[config.mk]
export PLATFORM = sky130hd
export DESIGN_NAME = scsi_line_ctrl
export DESIGN_NICKNAME = d
export VERILOG_FILES = /design/src/rtl/scsi_line_pkg.sv /design/src/rtl/scsi_line_regs.sv /design/src/rtl/scsi_line_dma.sv /design/src/rtl/scsi_line_drive.sv /design/src/rtl/scsi_line_read.sv /design/src/rtl/scsi_line_ctrl.sv
export SDC_FILE = /design/constraint.sdc
export NUM_CORES = 1
export LEC_CHECK = 0
export BUFFER_PORTS_ARGS = -buffer_cell sky130_fd_sc_hd__buf_2
export CORE_ASPECT_RATIO = 0.75
export CORE_MARGIN = 8
export CORE_UTILIZATION = 52
export DETAILED_ROUTE_END_ITERATION = 8
export GPL_TIMING_DRIVEN = 1
export PLACE_DENSITY_LB_ADDON = 0.08
export SLEW_MARGIN = 40
export SYNTH_ARGS = -nofsm -noshare
export SYNTH_HDL_FRONTEND = slang
export SYNTH_SLANG_ARGS = --single-unit
[constraint.sdc]
create_clock -name clk -period 1.4 [get_ports clk]
set_input_delay 0.21 -clock clk [delete_from_list [all_inputs] [get_ports clk]]
set_output_delay 0.21 -clock clk [all_outputs]
set_load 0.01 [all_outputs]
[src/rtl/scsi_line_pkg.sv]
package scsi_line_pkg;
  // register addresses
  localparam int unsigned AD_DATA   = 0;
  localparam int unsigned AD_ICMD   = 1;
  localparam int unsigned AD_MODE   = 2;
  localparam int unsigned AD_TCMD   = 3;
  localparam int unsigned AD_LINES  = 4;
  localparam int unsigned AD_STATUS = 5;

  // initiator command bit positions
  localparam int unsigned IC_RST = 7;
  localparam int unsigned IC_ACK = 4;
  localparam int unsigned IC_BSY = 3;
  localparam int unsigned IC_SEL = 2;
  localparam int unsigned IC_ATN = 1;
  localparam int unsigned IC_DEN = 0;

  // mode bit positions
  localparam int unsigned MD_TARGET = 6;
  localparam int unsigned MD_DMA    = 1;

  // target command bit positions
  localparam int unsigned TC_REQ = 3;
  localparam int unsigned TC_MSG = 2;
  localparam int unsigned TC_CD  = 1;
  localparam int unsigned TC_IO  = 0;

  typedef struct packed {
    logic rst;
    logic bsy;
    logic sel;
    logic ack;
    logic atn;
    logic req;
    logic msg;
    logic cd;
    logic io;
  } line_set_t;
endpackage

[src/rtl/scsi_line_regs.sv]
module scsi_line_regs
  import scsi_line_pkg::*;
#(
  parameter int unsigned DW = 8,
  parameter int unsigned AW = 3
) (
  input  logic          clk,
  input  logic          rst_n,
  input  logic          wr,
  input  logic [AW-1:0] addr,
  input  logic [DW-1:0] wdata,
  output logic [DW-1:0] dout_q,
  output logic [DW-1:0] icmd_q,
  output logic [DW-1:0] mode_q,
  output logic [DW-1:0] tcmd_q
);
  always_ff @(posedge clk) begin
    if (!rst_n) begin
      dout_q <= '1;
      icmd_q <= '1;
      mode_q <= '1;
      tcmd_q <= '1;
    end else if (wr) begin
      if (addr == AW'(AD_DATA)) dout_q <= wdata;
      if (addr == AW'(AD_ICMD)) icmd_q <= wdata;
      if (addr == AW'(AD_MODE)) mode_q <= wdata;
      if (addr == AW'(AD_TCMD)) tcmd_q <= wdata;
    end
  end

  assert_wr_visible_R12: assert property (@(posedge clk) disable iff (!rst_n)
    (wr && addr == AW'(AD_MODE)) |=> (mode_q == $past(wdata)));
endmodule

[src/rtl/scsi_line_dma.sv]
module scsi_line_dma (
  input  logic clk,
  input  logic rst_n,
  input  logic dma_on,
  input  logic bus_req,
  input  logic data_rd,
  output logic req_f,
  output logic ack_f
);
  always_ff @(posedge clk) begin
    if (!rst_n) begin
      req_f <= 1'b0;
      ack_f <= 1'b0;
    end else if (!dma_on) begin
      req_f <= 1'b0;
      ack_f <= 1'b0;
    end else if (req_f && data_rd) begin
      req_f <= 1'b0;
      ack_f <= 1'b1;
    end else if (ack_f && !bus_req) begin
      ack_f <= 1'b0;
    end else if (!req_f && !ack_f && bus_req) begin
      req_f <= 1'b1;
    end
  end

  assert_flags_excl_R9: assert property (@(posedge clk) disable iff (!rst_n)
    !(req_f && ack_f));
  assert_read_acks_R9: assert property (@(posedge clk) disable iff (!rst_n)
    (dma_on && req_f && data_rd) |=> (ack_f && !req_f));
  assert_release_R10: assert property (@(posedge clk) disable iff (!rst_n)
    (ack_f && !bus_req) |=> !ack_f);
  assert_off_clears_R11: assert property (@(posedge clk) disable iff (!rst_n)
    !dma_on |=> (!req_f && !ack_f));
  assert_no_req_in_ack_R8: assert property (@(posedge clk) disable iff (!rst_n)
    (ack_f && !data_rd) |=> !req_f);
endmodule

[src/rtl/scsi_line_drive.sv]
module scsi_line_drive
  import scsi_line_pkg::*;
#(
  parameter int unsigned DW = 8
) (
  input  logic          target_role,
  input  logic          dma_on,
  input  logic          dma_ack,
  input  logic          ic_rst,
  input  logic          ic_ack,
  input  logic          ic_bsy,
  input  logic          ic_sel,
  input  logic          ic_atn,
  input  logic          ic_den,
  input  logic [3:0]    tc_bits,
  input  logic [DW-1:0] dout,
  output line_set_t     lines,
  output logic          data_en,
  output logic [DW-1:0] data
);
  always_comb begin
    lines     = '0;
    lines.rst = ic_rst;
    lines.bsy = ic_bsy;
    lines.sel = ic_sel;
    if (target_role) begin
      lines.req = tc_bits[TC_REQ];
      lines.msg = tc_bits[TC_MSG];
      lines.cd  = tc_bits[TC_CD];
      lines.io  = tc_bits[TC_IO];
    end else begin
      lines.ack = ic_ack | (dma_on & dma_ack);
      lines.atn = ic_atn;
    end
    data_en = ic_den;
    data    = dout;
  end
endmodule

[src/rtl/scsi_line_read.sv]
module scsi_line_read
  import scsi_line_pkg::*;
#(
  parameter int unsigned DW = 8,
  parameter int unsigned AW = 3
) (
  input  logic          clk,
  input  logic          rst_n,
  input  logic          rd,
  input  logic [AW-1:0] addr,
  input  logic [DW-1:0] icmd,
  input  logic [DW-1:0] mode,
  input  logic [DW-1:0] tcmd,
  input  logic [DW-1:0] bus_data,
  input  logic          bus_req,
  input  logic          bus_msg,
  input  logic          bus_cd,
  input  logic          bus_io,
  input  logic          bus_ack,
  input  logic          req_f,
  input  logic          ack_f,
  output logic          rd_valid,
  output logic [DW-1:0] rd_data
);
  logic [DW-1:0] mux_val;
  logic          phase_ok;

  assign phase_ok = ({tcmd[TC_MSG], tcmd[TC_CD], tcmd[TC_IO]} ==
                     {bus_msg, bus_cd, bus_io});

  always_comb begin
    mux_val = '0;
    unique case (addr)
      AW'(AD_DATA):  mux_val = bus_data;
      AW'(AD_ICMD):  mux_val = icmd;
      AW'(AD_MODE):  mux_val = mode;
      AW'(AD_TCMD):  mux_val = tcmd;
      AW'(AD_LINES): mux_val = DW'({bus_req, bus_msg, bus_cd, bus_io, bus_ack});
      AW'(AD_STATUS): begin
        mux_val[6] = req_f;
        mux_val[3] = phase_ok;
        mux_val[0] = ack_f;
      end
      default:       mux_val = '0;
    endcase
  end

  always_ff @(posedge clk) begin
    if (!rst_n) begin
      rd_valid <= 1'b0;
      rd_data  <= '0;
    end else begin
      rd_valid <= rd;
      if (rd) rd_data <= mux_val;
    end
  end

  assert_rd_valid_R12: assert property (@(posedge clk) disable iff (!rst_n)
    rd |=> rd_valid);
  assert_rd_idle_R12: assert property (@(posedge clk) disable iff (!rst_n)
    !rd |=> !rd_valid);
endmodule

[src/rtl/scsi_line_ctrl.sv]
module scsi_line_ctrl
  import scsi_line_pkg::*;
#(
  parameter int unsigned DW = 8,
  parameter int unsigned AW = 3
) (
  input  logic          clk,
  input  logic          rst_n,
  input  logic [AW-1:0] reg_addr,
  input  logic          reg_wr,
  input  logic          reg_rd,
  input  logic [DW-1:0] reg_wdata,
  output logic          rd_valid,
  output logic [DW-1:0] rd_data,
  input  logic [DW-1:0] bus_data_i,
  input  logic          bus_req_i,
  input  logic          bus_msg_i,
  input  logic          bus_cd_i,
  input  logic          bus_io_i,
  input  logic          bus_ack_i,
  output logic [DW-1:0] drv_data_o,
  output logic          drv_data_en_o,
  output logic          drv_rst_o,
  output logic          drv_bsy_o,
  output logic          drv_sel_o,
  output logic          drv_ack_o,
  output logic          drv_atn_o,
  output logic          drv_req_o,
  output logic          drv_msg_o,
  output logic          drv_cd_o,
  output logic          drv_io_o
);
  logic [DW-1:0] dout_q, icmd_q, mode_q, tcmd_q;
  logic          req_f, ack_f, data_rd, target_role, dma_on;
  line_set_t     lines;

  assign target_role = mode_q[MD_TARGET];
  assign dma_on      = mode_q[MD_DMA];
  assign data_rd     = reg_rd && (reg_addr == AW'(AD_DATA));

  scsi_line_regs #(.DW(DW), .AW(AW)) u_regs (
    .clk(clk), .rst_n(rst_n), .wr(reg_wr), .addr(reg_addr), .wdata(reg_wdata),
    .dout_q(dout_q), .icmd_q(icmd_q), .mode_q(mode_q), .tcmd_q(tcmd_q)
  );

  scsi_line_dma u_dma (
    .clk(clk), .rst_n(rst_n), .dma_on(dma_on), .bus_req(bus_req_i),
    .data_rd(data_rd), .req_f(req_f), .ack_f(ack_f)
  );

  scsi_line_drive #(.DW(DW)) u_drive (
    .target_role(target_role), .dma_on(dma_on), .dma_ack(ack_f),
    .ic_rst(icmd_q[IC_RST]), .ic_ack(icmd_q[IC_ACK]), .ic_bsy(icmd_q[IC_BSY]),
    .ic_sel(icmd_q[IC_SEL]), .ic_atn(icmd_q[IC_ATN]), .ic_den(icmd_q[IC_DEN]),
    .tc_bits(tcmd_q[3:0]), .dout(dout_q),
    .lines(lines), .data_en(drv_data_en_o), .data(drv_data_o)
  );

  scsi_line_read #(.DW(DW), .AW(AW)) u_read (
    .clk(clk), .rst_n(rst_n), .rd(reg_rd), .addr(reg_addr),
    .icmd(icmd_q), .mode(mode_q), .tcmd(tcmd_q),
    .bus_data(bus_data_i), .bus_req(bus_req_i), .bus_msg(bus_msg_i),
    .bus_cd(bus_cd_i), .bus_io(bus_io_i), .bus_ack(bus_ack_i),
    .req_f(req_f), .ack_f(ack_f), .rd_valid(rd_valid), .rd_data(rd_data)
  );

  assign drv_rst_o = lines.rst;
  assign drv_bsy_o = lines.bsy;
  assign drv_sel_o = lines.sel;
  assign drv_ack_o = lines.ack;
  assign drv_atn_o = lines.atn;
  assign drv_req_o = lines.req;
  assign drv_msg_o = lines.msg;
  assign drv_cd_o  = lines.cd;
  assign drv_io_o  = lines.io;

  assert_target_no_ack_R4: assert property (@(posedge clk) disable iff (!rst_n)
    target_role |-> (!drv_ack_o && !drv_atn_o));
  assert_init_no_phase_R3: assert property (@(posedge clk) disable iff (!rst_n)
    !target_role |-> !(drv_req_o || drv_msg_o || drv_cd_o || drv_io_o));
  assert_dma_ack_line_R9: assert property (@(posedge clk) disable iff (!rst_n)
    (!target_role && dma_on && ack_f) |-> drv_ack_o);
endmodule

# Yosys cells after proc, flatten, opt, wreduce, memory -nomap -nowiden
# Cells that the tools add are included.
# totals
ff_bits	43
latchBits	0
ramBits	0
rom_bits	0
out_inout_bits	27
word_cells	46
memories	0
# op_classes
add_sub_neg	0
mul	0
div	0
n_lt_le_gt_ge	0
n_eq_ne	6
shift	0
mux	10
bitwise	5
n_reduce_logical	17
# ops
op	count
2-bit one-hot mux with 5 select lines	2
1-bit one-hot mux with 6 select lines	2
2-bit AND reduction	6
3-bit by 2-bit equality test with 1-bit output (second input constant)	2
3-bit equality test (second input constant)	2
1-bit logical AND	5
1-bit one-hot mux with 5 select lines	1
4-bit two-way mux	1
1-bit one-hot mux with 4 select lines	1
3-bit by 1-bit equality test with 1-bit output (second input constant)	1
3-bit equality test	1
1-bit zero test	3
3-bit zero test	1
1-bit inverter	3
3-bit OR reduction	1
1-bit two-way mux	2
2-bit two-way mux	1
2-bit nonzero test	1
1-bit AND	1
1-bit OR	1

# Depth between registers and ports, before layout
# Gate-level depths: netlist (run 1).
# depth
ltp_word	4
ltp_mapped	6
ltp_nobuf	4

# Cells and area by module
# A second synthesis (run 1) with hierarchy kept.
# unflattened
cells_unflattened	236
area_unflattened_um2	2287.2
# by_module_without_submodules
mod	n_inst	cells_each	area_per_inst_um2
scsi_line_regs	1	117	1307.5
scsi_line_read	1	91	758.2
scsi_line_drive	1	19	130.1
scsi_line_dma	1	8	76.3
scsi_line_ctrl	1	1	15.0

# Worst setup path after synthesis (run 1)
# Ideal clock, no wire load.
# synth_timing
path_type	input to register
startpoint	input reg_addr[2]
endpoint	register u_regs.mode_q[7]
arrival_ps	1017
t_required_ps	1263
setup_slack_ps	247
path_stages	5
path_buffers	2
cell_sequence	buf_2 > or3_1 > clkbuf_1 > nand2_1 > nand3_1
# synth_between
elab_chain_len	2
# synth_lines
element	line	rtl
start, declared	scsi_line_ctrl.sv:9	input logic [AW-1:0] reg_addr,
3-bit by 2-bit equality test with 1-bit output	scsi_line_regs.sv:26	if (addr == AW'(AD_MODE)) mode_q <= wdata;
2-bit AND reduction (no source line)	-	
end signal, assigned	scsi_line_regs.sv:26	
end, declared	scsi_line_regs.sv:14	output logic [DW-1:0] mode_q,
# No other way between the ends.
# A chain may end at the register's enable or synchronous reset.

# Worst setup path after layout (run 1)
# layout_timing
startpoint	register u_regs.mode_q[6]
endpoint	output drv_io_o
# layout_between
elab_chain_len	1
# layout_lines
element	line	rtl
4-bit two-way mux	scsi_line_drive.sv:26	if (target_role) begin
end, declared	scsi_line_ctrl.sv:31	output logic drv_io_o
# No other way between the ends.

==> results of run 1 <==
-- flip-flops by register name, indices dropped and copies added, names as in the netlist --
register and count:
u_read.rd_data 8, u_regs.dout_q 8, u_regs.icmd_q 8, u_regs.mode_q 8, u_regs.tcmd_q 8, u_dma.ack_f 1
u_dma.req_f 1, u_read.rd_valid 1
-- power breakdown --
part / switching, W / internal, W / total, W
registers: 0.0000340 / 0.00127 / 0.00131
clock network: 0.000431 / 0.000577 / 0.00101
logic: 0.000212 / 0.000181 / 0.000393
-- worst min path at each step --
stage	start	end	slack, ns	cells after the start
floorplan	reg_wdata[0]	u_regs.icmd_q[0]$_SDFFE_PN1P_	0.33	2
global placement	u_regs.mode_q[7]$_SDFFE_PN1P_	u_regs.mode_q[7]$_SDFFE_PN1P_	0.44	2
detailed placement	u_regs.dout_q[1]$_SDFFE_PN1P_	u_regs.dout_q[1]$_SDFFE_PN1P_	0.45	2
CTS	reg_wdata[1]	u_regs.tcmd_q[1]$_SDFFE_PN1P_	0.16	3
global route	reg_wdata[2]	u_regs.icmd_q[2]$_SDFFE_PN1P_	0.18	3
finish	reg_wdata[1]	u_regs.tcmd_q[1]$_SDFFE_PN1P_	0.17	3
-- area by class of cell --
| class | count | area (µm²) | share of cell area |
|---|---|---|---|
| clock buffer | 6 | 82.6 | 0.0326 |
| clock inverter | 2 | 35.0 | 0.0138 |
| timing repair buffer | 69 | 420 | 0.166 |
| sequential | 43 | 861 | 0.340 |
| inverter | 2 | 7.51 | 0.00297 |
| multi-input combinational | 192 | 1060 | 0.419 |
| tap | 52 | 65.1 | 0.0257 |
-- per-layer routing --
metal  track usage  vias up  routed length (µm)  share of wire
li1              -      971                   -              -
met1         0.252      923                2610           0.46
met2         0.309       57                2620           0.46
met3        0.0432        8                 353          0.063
met4        0.0627        0                  65          0.012
met5             0        -                   0              0
-- stage by stage --
step	setup WS (ns)	cell area, µm²	util	instances
2_1_floorplan	0.247	2010	-	253
3_3_place_gp	0.0466	2410	0.655	358
3_5_place_dp	0.0187	2410	0.655	358
4_1_cts	0.0841	2530	0.687	366
5_1_grt	0.0198	2530	0.687	366
6_report	0.0710	2530	0.687	366
-- logic make-up after synthesis --
logic type      share of synthesized area
compound gates                     0.0783
buf+inv                            0.0466
mux                                0.0888
xor+xnor                           0.0130
simple gates                        0.346
flops                               0.427
-- worst max-delay path, cell delays in order (launching register included) --
cell and delay, ns:
dfxtp_1 0.50, and2_1 0.19, buf_2 0.13
-- cells in the final DEF (no fill, tap or decap), types with 3 or more instances in the layout --
cell type and n:
nand2b_1 5, nor3_1 4, and2_1 6, buf_12 3
dfxtp_1 43, nor2b_1 6, nor2_1 16, mux2i_1 13
o21ai_0 4, clkbuf_8 6, nand3_1 35, buf_4 12
nand2_1 68, a21oi_1 5, buf_2 54
==> out/summary.log, run 1 <==
qor: status.status complete, no violations
qor: sta.worstMarginPinSlew 0.562 ns
qor: logic_synthesis.yosys_most_used_dff dfxtp_1
qor: floorplanning.top_level_ports 55
qor: min_path.min_path_type input pin to flip-flop
qor: logic_synthesis.yosys-top-cells-area dfxtp_1 (43%), nand2_1 (13%), nand3_1 (8.7%), mux2i_1 (6.5%), nor2_1 (3.0%)
qor: pwr.power-per-cell-area 1070 nW/µm²
qor: drt.drtIter0Drc 131
qor: global_routing.first_global_vias 2026
qor: critical_path.endpoint drv_io_o
qor: clocking.insertion_delay 0.30 ns
qor: sta.finalCriticalPeriod 1.33 ns
qor: logic_synthesis.share_of_the_synthesized_area_in_the_top_cell_type 0.427
qor: sta.timing_max_transition_violations_final 0
qor: sta.final-hold-violation-count 0
qor: clocking.ctsHoldBuffers 0
qor: logic_synthesis.ys_warn_count 0
qor: clocking.post-cts-setup-buffers 0
qor: critical_path.worst-setup-path-type flip-flop to output port
qor: sta.layout_worst_path_cycle_share 0.949
qor: pwr.vdd_ir_drop_max 0.732 mV
qor: critical_path.cp-end-kind output port
qor: place.numPortBuffers 54
qor: sta.timing.fmax 752 MHz
qor: logic_synthesis.synth_seq_cells 43
qor: pwr.total_leakage_power 1.21 nW
qor: drt.routed-via-count 1959
qor: critical_path.reg2reg_start u_regs.icmd_q[0]$_SDFFE_PN1P_
qor: sta.finalSetupViolations 0
qor: global_routing.globalRouteTotalUtil 0.195
qor: layout.layout-drive-gt1-share 0.255
qor: logic_synthesis.synth.yosys.seq_area_share 0.427
qor: layout.n_fill_cell 332
qor: layout.finish.net_count 341
qor: floorplanning.y_dimension_of_the_die 69.9 µm
qor: drt.drt_drc_violations_left 0
qor: layout.ant_diodes 0
qor: floorplanning.die_span_x 87.9 µm
qor: logic_synthesis.avgSynthCellArea 7.96 µm²
qor: critical_path.worstSetupStartpointType flip-flop
qor: critical_path.start_point_of_the_critical_path u_regs.mode_q[6]$_SDFFE_PN1P_
qor: drt.ant_nets 0
qor: critical_path.critical_path_peak_fanout 8
qor: clocking.clock_tree_root_buffer_cell clkbuf_8
qor: place.globalplace.congestion 0.863
qor: global_routing.first_pass_grt_wire_length 9600 µm
qor: place.hpwl_after_detailed_placement 4220 µm
qor: sta.hold_slack 0.165 ns
qor: job.max-cap-violations 0
qor: drt.drtPass1Iterations 4
qor: logic_synthesis.synth.largest_area_cell dfxtp_1
qor: floorplanning.core-area 3680 µm²
qor: drt.wirelength 5640 µm
qor: sta.totalNegativeSetupSlack 0 ns
qor: logic_synthesis.post_synth_num_cell_types 37
qor: floorplanning.design.die.area 6140 µm²
qor: sta.clock_skew 0.00502 ns
qor: critical_path.reg2reg_depth 3
qor: logic_synthesis.synthArstFlopShare 0
qor: floorplanning.start_util 0.547
qor: logic_synthesis.synth_common_cells nand2_1 (68), dfxtp_1 (43), nand3_1 (35)
qor: logic_synthesis.number_of_synthesized_flops_with_an_enable_pin 0
qor: critical_path.r2r-end u_read.rd_data[0]$_SDFFE_PN0P_
qor: clocking.clock_path_buffers 2
qor: logic_synthesis.mappedNetlistNets 281
qor: sta.slew-limit-headroom 0.624
qor: critical_path.setup.reg_to_reg.worst_slack 0.25 ns
qor: pwr.report.power.total 0.00271 W
qor: logic_synthesis.synth_cells 253
qor: sta.rsz0062_at_grt no
qor: clocking.cts_tree yes
qor: critical_path.cp.arrival 1.12 ns
qor: clocking.clock_sink_count 43
qor: global_routing.grt_start_max_net_pins 27
qor: clocking.clk_transition_reported_paths 0.08 ns
qor: logic_synthesis.synthesized_cell_area 2010 µm²
qor: clocking.tritoncts.num_buffers 5
qor: clocking.post_cts_resized 0
qor: layout.layout-area-overhead-vs-synth 25.7%
qor: logic_synthesis.synth_most_common_cell nand2_1
qor: drt.drt-vias-per-instance 5.35
qor: drt.route.detailed.wl_per_inst 15.4 µm
qor: global_routing.grt_antenna_before_repair 0
qor: floorplanning.std_cell_rows 19
qor: clocking.htreeDepth 2
qor: global_routing.grt.overflow.total 0
qor: critical_path.critical_path_required 1.19 ns
Power figures use the tool's default switching activity.
==> run 2: changes to the inputs <==
--- a/config.mk
+++ b/config.mk
@@ -11,7 +11,7 @@
 export CORE_UTILIZATION = 52
 export DETAILED_ROUTE_END_ITERATION = 8
 export GPL_TIMING_DRIVEN = 1
-export PLACE_DENSITY_LB_ADDON = 0.08
+export PLACE_DENSITY = 0.84
 export SLEW_MARGIN = 40
 export SYNTH_ARGS = -nofsm -noshare
 export SYNTH_HDL_FRONTEND = slang
==> run 2 against run 1 <==
  * Clock skew increased by 0.00061 ns
  * Non-clock buffer count fell by 2
  * Utilization is 0.75 points lower
  * Sequential power about the same
  * Global-route usage fell by 0.95 points
  * Sequential cell count unchanged
  * Routed wire length fell by 3.3%
  * Largest cell class unchanged
  * Highest routed layer unchanged
==> out/summary.log, run 2 (same netlist as run 1, synthesis figures left out) <==
qor: layout.finish.net_count 339
qor: layout.finish.utilization 0.679
qor: layout.multiInputGateArea 1060 µm²
qor: critical_path.worstSetupStartpointType flip-flop
qor: layout.layout.cells.non_filler 364
qor: critical_path.start_point_of_the_critical_path u_regs.mode_q[6]$_SDFFE_PN1P_
qor: layout.n_fill_cell 330
qor: min_path.min_path_type input pin to flip-flop
qor: floorplanning.start_util 0.547
qor: critical_path.path_depth 2
qor: layout.layout-area-overhead-vs-synth 24.3%
qor: layout.seq_area 861 µm²
qor: drt.drt-vias-per-instance 5.35
qor: critical_path.cp_num_buf_inv 1
qor: pwr.total_leakage_power 1.20 nW
qor: sta.layout_worst_path_cycle_share 0.938
qor: clocking.clk_transition_reported_paths 0.08 ns
qor: layout.most_frequent_cells_in_the_layout nand2_1 (68), buf_2 (54), dfxtp_1 (43)
qor: clocking.clock_sink_count 43
qor: layout.ant_diodes 0
qor: global_routing.globalRouteTotalUtil 0.185
qor: clocking.cts_tree yes
qor: floorplanning.std_cell_rows 19
qor: sta.finalSetupViolations 0
qor: pwr.vdd_ir_drop_max 0.658 mV
qor: floorplanning.y_dimension_of_the_die 69.9 µm
qor: sta.finalCriticalPeriod 1.31 ns
qor: global_routing.grt_antenna_before_repair 0
qor: critical_path.crit_path_top_delay_cell dfxtp_1
qor: sta.final-hold-violation-count 0
qor: global_routing.first_pass_grt_wire_length 8990 µm
qor: place.globalplace.congestion 0.844
qor: critical_path.slowest_delay 0.49 ns
qor: clocking.tritoncts.num_buffers 5
qor: drt.drtPass1Iterations 4
qor: drt.wirelength 5460 µm
qor: floorplanning.core-area 3680 µm²
qor: critical_path.r2r-end u_read.rd_data[0]$_SDFFE_PN0P_
qor: floorplanning.design.die.area 6140 µm²
qor: critical_path.reg2reg_depth 3
qor: place.hpwl_after_detailed_placement 4130 µm
qor: critical_path.reg2reg_start u_dma.ack_f$_SDFFE_PN0P_
qor: critical_path.critical_path_peak_fanout 8
qor: place.numPortBuffers 54
qor: critical_path.kind_of_cell_adding_the_most_delay_to_the_critical_path flip-flops
qor: pwr.report.power.total 0.00270 W
qor: drt.route.detailed.wl_per_inst 15.0 µm
qor: critical_path.worst-setup-path-type flip-flop to output port
qor: clocking.htreeDepth 2
qor: clocking.clock_tree_root_buffer_cell clkbuf_8
qor: sta.rsz0062_at_grt no
qor: layout.final_common_cell nand2_1
qor: clocking.post_cts_resized 0
qor: floorplanning.die_span_x 87.9 µm
qor: global_routing.first_global_vias 1831
qor: clocking.post-cts-setup-buffers 0
qor: critical_path.critical_path_cell_by_cell and2_1 -> buf_2
qor: drt.ant_nets 0
qor: sta.timing.fmax 762 MHz
qor: sta.totalNegativeSetupSlack 0 ns
qor: layout.layout-drive-gt1-share 0.250
qor: critical_path.cp-end-kind output port
qor: critical_path.cp.arrival 1.10 ns
qor: critical_path.setup.reg_to_reg.worst_slack 0.23 ns
qor: job.max-cap-violations 0
qor: sta.slew-limit-headroom 0.740
qor: critical_path.endpoint drv_req_o
qor: critical_path.critical_path_required 1.19 ns
qor: pwr.power-per-cell-area 1080 nW/µm²
qor: clocking.clock_path_buffers 2
qor: drt.routed-via-count 1948
qor: clocking.insertion_delay 0.30 ns
qor: global_routing.grt.overflow.total 0
qor: sta.worstMarginPinSlew 0.390 ns
qor: status.status complete, no violations
qor: place.dp.cells 356
qor: sta.clock_skew 0.00562 ns
qor: floorplanning.top_level_ports 55
qor: clocking.ctsHoldBuffers 0
qor: drt.drtIter0Drc 107
qor: sta.timing_max_transition_violations_final 0
qor: drt.drt_drc_violations_left 0
qor: global_routing.grt_start_max_net_pins 23
==> run 2: cell types whose count changed in the layout (fill, tap and decap cells not counted), sizes merged <==
cell	change
buf	-2
==> run 2: how the worst min path moves through the flow <==
stage | start | to | depth (start not counted)
final | reg_wdata[3] | u_regs.dout_q[3]$_SDFFE_PN1P_ | 3
after global routing | reg_wdata[1] | u_regs.mode_q[1]$_SDFFE_PN1P_ | 3
after CTS | reg_wdata[3] | u_regs.dout_q[3]$_SDFFE_PN1P_ | 3
after global placement | u_regs.dout_q[1]$_SDFFE_PN1P_ | u_regs.dout_q[1]$_SDFFE_PN1P_ | 2
after detailed placement | u_regs.dout_q[1]$_SDFFE_PN1P_ | u_regs.dout_q[1]$_SDFFE_PN1P_ | 2
after floorplan | reg_wdata[0] | u_regs.icmd_q[0]$_SDFFE_PN1P_ | 2
==> run 2: worst reg2reg max path: stages (launching register included) <==
cell	delay (ns)
dfxtp_1	0.35
mux4_2	0.47
mux2i_1	0.14
a211oi_1	0.09
==> run 2: report_power, final <==
part	internal [W]	total, W	switching (W)
registers	0.00127	0.00131	0.0000327
logic	0.000174	0.000382	0.000208
clock network	0.000577	0.00101	0.000434
==> run 2: area by class of cell <==
| cell class | count | area share |
|---|---|---|
| sequential | 43 | 0.344 |
| clock inverter | 2 | 0.0140 |
| tap | 52 | 0.0260 |
| multi-input combinational | 192 | 0.423 |
| inverter | 2 | 0.00300 |
| clock buffer | 6 | 0.0330 |
| timing repair buffer | 67 | 0.157 |
==> run 2: routing by layer <==
metal / GRT usage / part of all wire / vias to the layer above
met5: 0 / 0 / -
met4: 0.0741 / 0.019 / 0
met3: 0.0537 / 0.081 / 13
met2: 0.268 / 0.44 / 66
met1: 0.249 / 0.46 / 900
li1: - / - / 969
==> run 2: through the flow <==
| step | hold WS [ns] | setup WS [ns] | area (µm²) |
|---|---|---|---|
| after CTS | 0.167 | 0.0865 | 2500 |
| final | 0.172 | 0.0873 | 2500 |
| after detailed placement | 0.453 | 0.00829 | 2390 |
| after global placement | 0.447 | 0.0715 | 2390 |
| after global routing | 0.176 | 0.0112 | 2500 |
| after floorplan | 0.334 | 0.247 | 2010 |
